$ cat src/rtl/uart_route_pkg.sv
package uart_route_pkg;
  typedef enum logic [1:0] {
    CH_NORMAL = 2'd0,
    CH_ECHO   = 2'd1,
    CH_LOCAL  = 2'd2,
    CH_REMOTE = 2'd3
  } ch_mode_e;

  localparam int CTL_W     = 6;
  localparam int CB_RXFLSH = 0;
  localparam int CB_TXFLSH = 1;
  localparam int CB_RXEN   = 2;
  localparam int CB_RXDIS  = 3;
  localparam int CB_TXEN   = 4;
  localparam int CB_TXDIS  = 5;
  localparam logic [CTL_W-1:0] CTL_RESET = 6'h28;
endpackage

$ cat src/rtl/uart_byte_fifo.sv
module uart_byte_fifo #(
  parameter int DEPTH = 64,
  parameter int DW    = 8
) (
  input  logic                       clk,
  input  logic                       rst,
  input  logic                       flush,
  input  logic                       push,
  input  logic [DW-1:0]              din,
  input  logic                       pop,
  output logic [DW-1:0]              dout,
  output logic [$clog2(DEPTH+1)-1:0] count,
  output logic                       full,
  output logic                       empty
);
  localparam int AW = $clog2(DEPTH);
  localparam int CW = $clog2(DEPTH+1);

  logic [DW-1:0] mem [DEPTH];
  logic [AW-1:0] wr_ptr, rd_ptr;
  logic          do_push, do_pop;

  assign full    = (count == CW'(DEPTH));
  assign empty   = (count == '0);
  assign do_push = push && !full;
  assign do_pop  = pop && !empty;
  assign dout    = mem[rd_ptr];

  function automatic logic [AW-1:0] bump(input logic [AW-1:0] p);
    return (p == AW'(DEPTH-1)) ? '0 : p + 1'b1;
  endfunction

  always_ff @(posedge clk) begin
    if (do_push) mem[wr_ptr] <= din;
  end

  always_ff @(posedge clk) begin
    if (rst || flush) begin
      wr_ptr <= '0;
      rd_ptr <= '0;
      count  <= '0;
    end else begin
      if (do_push) wr_ptr <= bump(wr_ptr);
      if (do_pop)  rd_ptr <= bump(rd_ptr);
      case ({do_push, do_pop})
        2'b10:   count <= count + 1'b1;
        2'b01:   count <= count - 1'b1;
        default: count <= count;
      endcase
    end
  end

  p_count_bound_r9: assert property (@(posedge clk) disable iff (rst)
    count <= CW'(DEPTH));
  p_full_hold_r10: assert property (@(posedge clk) disable iff (rst)
    (push && full && !pop && !flush) |=> (count == CW'(DEPTH)));
  p_flush_empty_r3: assert property (@(posedge clk) disable iff (rst)
    flush |=> (count == '0));
endmodule

$ cat src/rtl/uart_ctl_regs.sv
module uart_ctl_regs
  import uart_route_pkg::*;
(
  input  logic             clk,
  input  logic             rst,
  input  logic             ctl_wr,
  input  logic [CTL_W-1:0] ctl_wdata,
  input  logic             mode_wr,
  input  logic [1:0]       mode_wdata,
  output logic [CTL_W-1:0] ctl_q,
  output ch_mode_e         mode_q,
  output logic             rx_flush,
  output logic             tx_flush,
  output logic             rx_on,
  output logic             tx_on
);
  localparam logic [CTL_W-1:0] FLUSH_MASK =
    (CTL_W'(1) << CB_RXFLSH) | (CTL_W'(1) << CB_TXFLSH);

  always_ff @(posedge clk) begin
    if (rst) begin
      ctl_q  <= CTL_RESET;
      mode_q <= CH_NORMAL;
    end else begin
      if (ctl_wr)  ctl_q  <= ctl_wdata & ~FLUSH_MASK;
      if (mode_wr) mode_q <= ch_mode_e'(mode_wdata);
    end
  end

  assign rx_flush = ctl_wr && ctl_wdata[CB_RXFLSH];
  assign tx_flush = ctl_wr && ctl_wdata[CB_TXFLSH];
  assign rx_on    = ctl_q[CB_RXEN] && !ctl_q[CB_RXDIS];
  assign tx_on    = ctl_q[CB_TXEN] && !ctl_q[CB_TXDIS];
endmodule

$ cat src/rtl/uart_route_logic.sv
module uart_route_logic
  import uart_route_pkg::*;
(
  input  ch_mode_e   mode,
  input  logic       rx_on,
  input  logic       tx_on,
  input  logic       line_valid,
  input  logic       line_break,
  input  logic [7:0] line_data,
  input  logic       dp_wr,
  input  logic [7:0] dp_wdata,
  input  logic       rx_full,
  input  logic       tx_full,
  output logic       rx_push,
  output logic [7:0] rx_din,
  output logic       tx_push,
  output logic [7:0] tx_din,
  output logic       rx_ovr_evt,
  output logic       tx_ovr_evt,
  output logic       line_ready
);
  logic line_to_rx, line_to_tx, rx_req, tx_req;

  assign line_to_rx = (mode == CH_NORMAL) || (mode == CH_ECHO);
  assign line_to_tx = (mode == CH_ECHO)   || (mode == CH_REMOTE);

  always_comb begin
    rx_req = 1'b0;
    tx_req = 1'b0;
    rx_din = line_data;
    tx_din = line_data;
    if (line_valid && line_break) begin
      rx_req = 1'b1;
      rx_din = 8'h00;
    end else if (line_valid) begin
      rx_req = line_to_rx;
      tx_req = line_to_tx;
    end
    if (dp_wr && mode == CH_NORMAL) begin
      tx_req = 1'b1;
      tx_din = dp_wdata;
    end else if (dp_wr && mode == CH_LOCAL && !rx_req) begin
      rx_req = 1'b1;
      rx_din = dp_wdata;
    end
  end

  assign rx_push    = rx_req && rx_on && !rx_full;
  assign rx_ovr_evt = rx_req && rx_on && rx_full;
  assign tx_push    = tx_req && tx_on && !tx_full;
  assign tx_ovr_evt = tx_req && tx_on && tx_full;
  assign line_ready = !(line_to_rx && rx_full) && !(line_to_tx && tx_full);
endmodule

$ cat src/rtl/uart_mode_router.sv
module uart_mode_router
  import uart_route_pkg::*;
#(
  parameter int DEPTH = 64,
  parameter int CW    = $clog2(DEPTH+1)
) (
  input  logic             clk,
  input  logic             rst,
  input  logic             ctl_wr,
  input  logic [CTL_W-1:0] ctl_wdata,
  input  logic             mode_wr,
  input  logic [1:0]       mode_wdata,
  output logic [CTL_W-1:0] ctl_q,
  output logic [1:0]       mode_q,
  input  logic             line_in_valid,
  input  logic             line_in_break,
  input  logic [7:0]       line_in_data,
  output logic             line_in_ready,
  output logic             line_out_valid,
  output logic [7:0]       line_out_data,
  input  logic             line_out_ready,
  input  logic             dp_wr,
  input  logic [7:0]       dp_wdata,
  input  logic             dp_rd,
  output logic [7:0]       dp_rdata,
  output logic [CW-1:0]    rx_count,
  output logic [CW-1:0]    tx_count,
  output logic             rx_overrun,
  output logic             tx_overrun
);
  ch_mode_e   mode;
  logic       rx_flush, tx_flush, rx_on, tx_on;
  logic       rx_push, tx_push, rx_pop, tx_pop;
  logic [7:0] rx_din, tx_din, rx_dout;
  logic       rx_full, tx_full, rx_empty, tx_empty;
  logic       rx_ovr_evt, tx_ovr_evt;

  uart_ctl_regs u_ctl (
    .clk(clk), .rst(rst), .ctl_wr(ctl_wr), .ctl_wdata(ctl_wdata),
    .mode_wr(mode_wr), .mode_wdata(mode_wdata), .ctl_q(ctl_q),
    .mode_q(mode), .rx_flush(rx_flush), .tx_flush(tx_flush),
    .rx_on(rx_on), .tx_on(tx_on)
  );
  assign mode_q = mode;

  uart_route_logic u_route (
    .mode(mode), .rx_on(rx_on), .tx_on(tx_on),
    .line_valid(line_in_valid), .line_break(line_in_break),
    .line_data(line_in_data), .dp_wr(dp_wr), .dp_wdata(dp_wdata),
    .rx_full(rx_full), .tx_full(tx_full), .rx_push(rx_push),
    .rx_din(rx_din), .tx_push(tx_push), .tx_din(tx_din),
    .rx_ovr_evt(rx_ovr_evt), .tx_ovr_evt(tx_ovr_evt),
    .line_ready(line_in_ready)
  );

  assign rx_pop = dp_rd && rx_on && !rx_empty;
  assign tx_pop = line_out_ready && !tx_empty;

  uart_byte_fifo #(.DEPTH(DEPTH), .DW(8)) u_rx_fifo (
    .clk(clk), .rst(rst), .flush(rx_flush), .push(rx_push), .din(rx_din),
    .pop(rx_pop), .dout(rx_dout), .count(rx_count), .full(rx_full),
    .empty(rx_empty)
  );

  uart_byte_fifo #(.DEPTH(DEPTH), .DW(8)) u_tx_fifo (
    .clk(clk), .rst(rst), .flush(tx_flush), .push(tx_push), .din(tx_din),
    .pop(tx_pop), .dout(line_out_data), .count(tx_count), .full(tx_full),
    .empty(tx_empty)
  );

  assign line_out_valid = !tx_empty;

  always_ff @(posedge clk) begin
    if (rst) begin
      dp_rdata   <= 8'h00;
      rx_overrun <= 1'b0;
      tx_overrun <= 1'b0;
    end else begin
      if (dp_rd) dp_rdata <= rx_pop ? rx_dout : 8'h00;
      rx_overrun <= rx_ovr_evt;
      tx_overrun <= tx_ovr_evt;
    end
  end

  p_rx_ovr_full_r9: assert property (@(posedge clk) disable iff (rst)
    rx_overrun |-> ($past(rx_count) == CW'(DEPTH)));
  p_tx_ovr_full_r10: assert property (@(posedge clk) disable iff (rst)
    tx_overrun |-> ($past(tx_count) == CW'(DEPTH)));
  p_empty_read_zero_r11: assert property (@(posedge clk) disable iff (rst)
    (dp_rd && rx_count == '0) |=> (dp_rdata == 8'h00));
  p_off_read_keeps_r2: assert property (@(posedge clk) disable iff (rst)
    (dp_rd && !rx_on && !rx_flush && !rx_push) |=> (rx_count == $past(rx_count)));
  p_local_no_tx_r6: assert property (@(posedge clk) disable iff (rst)
    (mode == CH_LOCAL && tx_count == '0) |=> (tx_count == '0));
  p_ready_low_full_r8: assert property (@(posedge clk) disable iff (rst)
    (mode == CH_NORMAL && rx_count == CW'(DEPTH)) |-> !line_in_ready);
endmodule

$ cat config.mk
export PLATFORM = sky130hd
export DESIGN_NAME = uart_mode_router
export DESIGN_NICKNAME = d
export VERILOG_FILES = /design/src/rtl/uart_route_pkg.sv /design/src/rtl/uart_byte_fifo.sv /design/src/rtl/uart_ctl_regs.sv /design/src/rtl/uart_route_logic.sv /design/src/rtl/uart_mode_router.sv
export SDC_FILE = /design/constraint.sdc
export NUM_CORES = 1
export LEC_CHECK = 0
export CELL_PAD_IN_SITES_DETAIL_PLACEMENT = 1
export CELL_PAD_IN_SITES_GLOBAL_PLACEMENT = 2
export CORE_ASPECT_RATIO = 1.1
export CORE_MARGIN = 4
export CORE_UTILIZATION = 50
export DETAILED_ROUTE_END_ITERATION = 16
export DONT_BUFFER_PORTS = 1
export HOLD_SLACK_MARGIN = 0.12
export MAX_ROUTING_LAYER = met4
export PLACE_DENSITY = 0.78
export SYNTH_ARGS = -nofsm -noshare
export SYNTH_HDL_FRONTEND = slang
export SYNTH_SLANG_ARGS = --single-unit
$ cat constraint.sdc
create_clock -name clk -period 4.75 [get_ports clk]
set_input_delay 0.475 -clock clk [delete_from_list [all_inputs] [get_ports clk]]
set_output_delay 0.475 -clock clk [all_outputs]
set_load 0.05 [all_outputs]
### Yosys cells after proc, flatten, opt, wreduce, memory -nomap -nowiden

Memories as Yosys holds them, arrays and structs flattened. A register that Yosys moved wholly into a read port is not among the register bits.
Index checks and enable logic that the tools add are counted.

* input port bits: 33
* logic and storage cells: 102
* output and inout port bits: 42
* memories: 2
* flip-flop bits (word level): 54
* bits in writable memories: 1024

* reductions and logical operators: 42
* add/sub/neg operators: 8
* mux-type cells: 26
* eq/ne operators: 13

Memory list
* u_rx_fifo.mem: words 64, bits a word 8, rd ports 1, clocked after memory_dff 1, write ports 1, line uart_byte_fifo.sv:19 `logic [DW-1:0] mem [DEPTH];`
* u_tx_fifo.mem: words 64, bits a word 8, rd ports 1, clocked after memory_dff 1, write ports 1, line uart_byte_fifo.sv:19

Operators with widths (number)
* 2-to-1 mux 6 bit: 8
* 2-to-1 mux 8 bit: 5
* case mux 7 bit (2 select lines): 2
* adder 6 x 1 -> 6 bit (second input constant): 4
* equality test 6 bit (second input constant): 4
* logical AND 1 bit: 24
* adder 7 x 1 -> 7 bit (second input constant): 2
* equality test 7 bit (second input constant): 2
* zero test 7 bit: 2
* subtractor 7 x 1 -> 7 bit (second input constant): 2
* 2-to-1 mux 1 bit: 11
* zero test 1 bit: 9
* equality test 2 bit (second input constant): 4
* equality test 2 x 1 -> 1 bit (second input constant): 3
* logical OR 1 bit: 4
* nonzero test 2 bit: 2
* zero test 2 bit: 1

### Logic depth before layout (Yosys ltp)

* word-level depth: 13
* depth in mapped cells: 16
* depth with buffers taken out: 13

### Hierarchy

From an unflattened synthesis, not the netlist that was laid out.

* cell total of the unflattened synthesis: 2207
* area, all modules: 43382.9 µm²

By module, submodules not included
* uart_byte_fifo at u_rx_fifo: cells an instance 1047, seq. area each 15875.2 µm², area each 21227.9 µm², instances 1
* uart_byte_fifo at u_tx_fifo: cells an instance 1043, seq. area each 15875.2 µm², area each 21149.0 µm², instances 1
* uart_mode_router: cells an instance 42, seq. area each 200.2 µm², area each 430.4 µm², instances 1
* uart_route_logic: cells an instance 49, seq. area each 0.0 µm², area each 315.3 µm², instances 1
* uart_ctl_regs: cells an instance 26, seq. area each 120.1 µm², area each 260.2 µm², instances 1

### Worst setup path before layout

No wires, ideal clock.

* path kind: flip-flop to flip-flop
* start point: register u_ctl.mode_q[0]
* end point: memory u_rx_fifo.mem[0][0], data pin
* setup slack: 299 ps
* arrival time: 3749 ps
* clock period less this slack: 4451 ps
* library setup time: 702 ps
* stages on the path, launching flop included: 4
* data required time: 4048 ps
* cell sequence: dfxtp_1 > nand3b_1 > a21oi_1 > o21ai_0

* word-level cells in the longest chain between the ends: 8
* elaborated cells between the ends (all ways): 12

RTL lines
* start: declaration: line uart_ctl_regs.sv:11 `output ch_mode_e mode_q,`
* start signal: assignment: line uart_ctl_regs.sv:26 `if (mode_wr) mode_q <= ch_mode_e'(mode_wdata);`
* equality test 2 x 1 -> 1 bit or zero test 2 bit (tied branches): line uart_route_logic.sv:24, uart_route_logic.sv:39
* logical OR 1 bit: line uart_route_logic.sv:24 `assign line_to_rx = (mode == CH_NORMAL) || (mode == CH_ECHO);`
* 2-to-1 mux 1 bit: line uart_route_logic.sv:35 `end else if (line_valid) begin`
* 2-to-1 mux 1 bit: line uart_route_logic.sv:32 `if (line_valid && line_break) begin`
* zero test 1 bit: line uart_route_logic.sv:42 `end else if (dp_wr && mode == CH_LOCAL && !rx_req) begin`
* logical AND 1 bit: line uart_route_logic.sv:42
* 2-to-1 mux 8 bit: line uart_route_logic.sv:42
* 2-to-1 mux 8 bit (*): line uart_route_logic.sv:39 `if (dp_wr && mode == CH_NORMAL) begin`
* named net rx_din[0]: line uart_mode_router.sv:34 `logic [7:0] rx_din, tx_din, rx_dout;`
* end: declaration: line uart_byte_fifo.sv:19

Mark *: on every way through the listed nets, which the timed path passes. The rest lies on a longest branch.

### Final worst setup path

* start point: register u_ctl.mode_q[0]
* end point: register u_tx_fifo.count[6]

* word-level cells in the longest chain between the ends: 10
* elaborated cells between the ends (all ways): 15

RTL lines
* equality test 2 x 1 -> 1 bit or equality test 2 bit (tied branches): line uart_route_logic.sv:25 `assign line_to_tx = (mode == CH_ECHO) || (mode == CH_REMOTE);`
* logical OR 1 bit: line uart_route_logic.sv:25
* 2-to-1 mux 1 bit: line uart_route_logic.sv:35
* 2-to-1 mux 1 bit: line uart_route_logic.sv:32
* 2-to-1 mux 1 bit (*): line uart_route_logic.sv:39
* logical AND 1 bit (*) (2 in a row): line uart_route_logic.sv:50 `assign tx_push = tx_req && tx_on && !tx_full;`
* logical AND 1 bit (*): line uart_byte_fifo.sv:25 `assign do_push = push && !full;`
* equality test 2 x 1 -> 1 bit or equality test 2 bit (tied branches): line uart_byte_fifo.sv:45 `case ({do_push, do_pop})`
* case mux 7 bit (2 select lines) or nonzero test 2 bit (tied branches)
* end signal: assignment: line uart_byte_fifo.sv:46 `2'b10: count <= count + 1'b1;`
* end signal: assignment: line uart_byte_fifo.sv:47 `2'b01: count <= count - 1'b1;`
* end signal: assignment: line uart_byte_fifo.sv:48 `default: count <= count;`
* end: declaration: line uart_byte_fifo.sv:12 `output logic [$clog2(DEPTH+1)-1:0] count,`

Every way passes the cells marked *; elsewhere a longest branch is shown, timed or not.
A chain may end at the register's enable or synchronous reset.

==> summary by stage <==
Synth
The count of yosys warnings during synthesis is 0. The number of instances in the synthesized netlist is 2,179. Of the total synthesized cell area, the portion taken by AND, OR, NAND and NOR gates is 0.03642. The arithmetic-cell share of the synthesized area counting full adders, half adders and majority gates is 0.002914. The post-synthesis cell type count is 57. The combinational family with the most area after synthesis is multiplexers. Of the total synthesized cell area, the portion taken by XOR and XNOR cells is 0.006527. After synthesis the cells add up to 42,940 sq um. Of the synthesized area, sequential elements account for 0.7469. The share of synthesized flip-flops with an asynchronous set or reset is 0.

Among all flip-flop cells after synthesis, the most frequent one is sky130_fd_sc_hd__edfxtp_1. The synthesized design contains 1,024 enable-type register cells. The synthesized-area fraction occupied by ao, oa, aoi and oai cells is 0.02713. Dividing the synthesized area by the synthesized cell count gives roughly 20 sq um. The mux share of post-synthesis cell area is 0.1663. The number of register bits inferred by synthesis is 1,090.

Final layout
The antenna diode instance count is 0. The number of fill cells in the layout is between 7k and 8k. The layout net count is between 2k and 2.5k. Of the cells placed in the final design, the portion with a size suffix greater than 1 is 0.2216. In the final layout, flip-flops and latches occupy roughly 32,000 sq um. The most frequent standard cell in the layout excluding fill and tap cells is sky130_fd_sc_hd__edfxtp_1. The synthesis-to-layout area growth is 12.07%. The library cells used most frequently in the layout, excluding fill and tap cells, are sky130_fd_sc_hd__edfxtp_1, sky130_fd_sc_hd__mux4_2, sky130_fd_sc_hd__nor2_1, sky130_fd_sc_hd__mux2i_1, sky130_fd_sc_hd__clkbuf_16. The final instance area is 48,130 sq um. The total area of multi-input combinational cells is 10,360 sq um.

Route
The count of TritonRoute iterations in the first routing pass is 5. After the first detailed-routing iteration, the DRC count stood at 1,905. The total wire length after detailed routing is approximately 100 mm. After detailed routing, the number of vias per cell comes to ~6.0.

For this run, design rule violations remaining after detail routing come to 0. The routed length per placed instance is 28.98 microns. The total via count after detailed routing is approximately 21k.

The detail route stage leaves a number of antenna-violating nets equal to 0.

Global route
The via count of the first global-routing pass is between 20k and 25k. The overall routing resource usage is 0.2313. After global routing the overflow that remains totals 0. The number of antenna violations at the first check in global routing is 1.

The first-pass GRT wire length is roughly 150 mm. Entering global routing, the biggest net connects between 60 and 70 pins.

Floorplanning
The vertical die dimension is 315.4 microns. 75 I/O pins were placed. In this run the horizontal extent of the chip is 287.4 microns. The core region is 85,060 sq um.

The starting density of the core is 0.5048. The floorplan step defined a die boundary enclosing 90,640 sq um. The placement row count is 112.

STA
Setup slack on the critical path of the routed design comes to 0.5000 ns. The final number of max-transition violations is 0. The final period utilization is 0.8947. Based on the critical path, the design can be clocked at up to 235.3 MHz.

Setup repair after global routing left no endpoint under its margin. The transition time at the pin with the least slew margin is about 1.2 ns. Headroom to the max-slew limit came out at 0.1720. On the final layout, the worst clock skew is 0.02712 ns. The final total negative setup slack is 0 ns.

The final-report hold violation count is 0. Setup violations remaining at the end of the flow were counted as 0. After layout, the minimum clock period comes to ~4.2 ns.

Place
Timing analysis after detailed placement gives a worst setup slack of 0.5536 ns. The half-perimeter wire length after placement is 63.28 mm. The instance area at placement is roughly 44,000 sq um. Routability-driven placement finished with a final weighted congestion of between 0.8 and 0.9. Input and output buffers added on the ports amount to 0.

Clocking
The TritonCTS clock tree is built. CTS placed an instance of sky130_fd_sc_hd__clkbuf_16 at the clock tree root. Once the clock tree was built, the setup fixing pass inserted 0 buffers.

The number of gates resized after CTS was 0. The number of buffers inserted during clock tree synthesis is between 100 and 150. The maximum level of the CTS H-tree is 3. The count of hold buffers inserted by post-cts repair is 11.

The clock latency at the later pin of the worst-skew pair is around 0.66 ns. The maximum buffer depth of the clock tree is 3. The clock transition at the registers of the reported paths is 0.06 ns.

The sink count of the clock tree is approximately 1.1k.

Setup path
Along the worst path, the maximum fanout reaches 15. The category of the worst setup path capture point is a register. The kind of start point of the critical path is a register. The data required time at the worst endpoint is 5.32 ns.

The critical setup path kind is reg2reg. The data arrival time at the worst-slack endpoint is 4.82 ns.

Power
The static leakage is roughly 14 nW. Dividing total power by cell area gives a power density of a little over 400 nW/um^2. The overall power is 0.01949 W. Across the VDD grid, the largest voltage drop is 0.5631 mV.

Min path
The path type of the worst min-delay path is in2reg.

Job
The number of max-capacitance violations reported is 0.

Run status
The flow ran to the end, and the final reports show no timing, DRC or antenna violations.
-- final cells by class --
class	instances	area share
flip-flops and latches	1090	0.6668
multi-input cells	960	0.2153
clock buffers	141	0.06219
well taps	1140	0.02964
repair buffers	78	0.01456
clock inverters	56	0.01126
inverters	4	0.0003120
-- per-stage QoR --
| stage | instances | hold WS (ns) | utilization |
|---|---|---|---|
| 3_3_place_gp | 3261 | 0.5319 | 0.5229 |
| 6_report | 3469 | 0.1643 | 0.5658 |
| 5_1_grt | 3469 | 0.1459 | 0.5658 |
| 3_5_place_dp | 3261 | 0.5458 | 0.5229 |
| 2_1_floorplan | 2180 | 0.5062 | - |
| 4_1_cts | 3469 | 0.1212 | 0.5658 |
-- flip-flops by register name (all words and copies together), names as in the netlist, named ones only --
signal            cells
u_tx_fifo.mem       512
u_ctl.ctl_q           4
u_rx_fifo.wr_ptr      6
u_rx_fifo.count       7
u_ctl.mode_q          2
u_rx_fifo.rd_ptr      6
u_tx_fifo.count       7
rx_overrun            1
dp_rdata              8
u_rx_fifo.mem       512
u_tx_fifo.wr_ptr      6
tx_overrun            1
u_tx_fifo.rd_ptr      6
-- cells by family (layout without fill, tap and decap cells) --
logic type      Yosys count  after routing
compound gates          176            176
simple gates            340            340
mux                     400            400
other cells               1              2
flops                  1090           1090
fa+ha+maj                10             10
buf+inv                 130            279
xor+xnor                 32             32
-- critical path, cell delays in order, from the launching register on --
cell,delay [ns]
sky130_fd_sc_hd__dfxtp_1,0.52
sky130_fd_sc_hd__nor3b_2,0.65
sky130_fd_sc_hd__o21ai_1,0.20
sky130_fd_sc_hd__nor2b_1,0.18
sky130_fd_sc_hd__buf_4,0.17
sky130_fd_sc_hd__inv_1,0.09
sky130_fd_sc_hd__ha_1,0.39
sky130_fd_sc_hd__xor2_1,0.23
sky130_fd_sc_hd__ha_1,0.24
sky130_fd_sc_hd__a21oi_1,0.25
sky130_fd_sc_hd__and3b_1,0.22
sky130_fd_sc_hd__a221oi_1,0.35
sky130_fd_sc_hd__a221oi_1,0.17
sky130_fd_sc_hd__or3_1,0.34
sky130_fd_sc_hd__a21oi_1,0.17
-- where the power goes --
part | leakage (nW) | total, W | internal [W] | switching (W)
logic | 2.94 | 0.000372 | 0.0000631 | 0.000309
clock network | 1.73 | 0.00850 | 0.00500 | 0.00350
registers | 9.78 | 0.0106 | 0.0106 | 0.0000161
total | 14.4 | 0.0195 | 0.0157 | 0.00383
-- Yosys cell counts (14+ instances only) --
library cell | n | area [sq um]
sky130_fd_sc_hd__nor2b_1 | 15 | 93.84
sky130_fd_sc_hd__edfxtp_1 | 1024 | 30750
sky130_fd_sc_hd__nor2_1 | 188 | 705.7
sky130_fd_sc_hd__mux4_2 | 248 | 5585
sky130_fd_sc_hd__buf_2 | 45 | 225.2
sky130_fd_sc_hd__a21oi_1 | 52 | 260.3
sky130_fd_sc_hd__a22oi_1 | 48 | 360.4
sky130_fd_sc_hd__nor3_1 | 14 | 70.07
sky130_fd_sc_hd__clkbuf_1 | 62 | 232.7
sky130_fd_sc_hd__nand3b_1 | 14 | 105.1
sky130_fd_sc_hd__dfxtp_1 | 66 | 1321
sky130_fd_sc_hd__xor2_1 | 22 | 192.7
sky130_fd_sc_hd__mux2i_1 | 126 | 1261
sky130_fd_sc_hd__nand2_1 | 50 | 187.7
sky130_fd_sc_hd__mux2_2 | 26 | 292.8
-- final timing paths --
| check | start | end | slack (ns) | cells past startpoint |
|---|---|---|---|---|
| worst min register to register | u_rx_fifo.rd_ptr[1] | register | 0.56 | 2 |
| worst max-delay path | u_ctl.mode_q[0] | u_tx_fifo.count[6] | 0.50 | 14 |
| worst min-delay path | line_in_valid | rx_overrun | 0.16 | 3 |
| worst max register to register | u_ctl.mode_q[0] | u_tx_fifo.count[6] | 0.50 | 14 |
-- per-layer routing --
metal / vias to the layer above / track usage / wire [microns]
met5: - / - / 0
met4: 0 / 0.07564 / 3413
met3: 177 / 0.03237 / 5133
met2: 580 / 0.3855 / 51780
met1: 11123 / 0.2977 / 40200
li1: 8990 / - / -
Power figures use the tool's default switching activity.
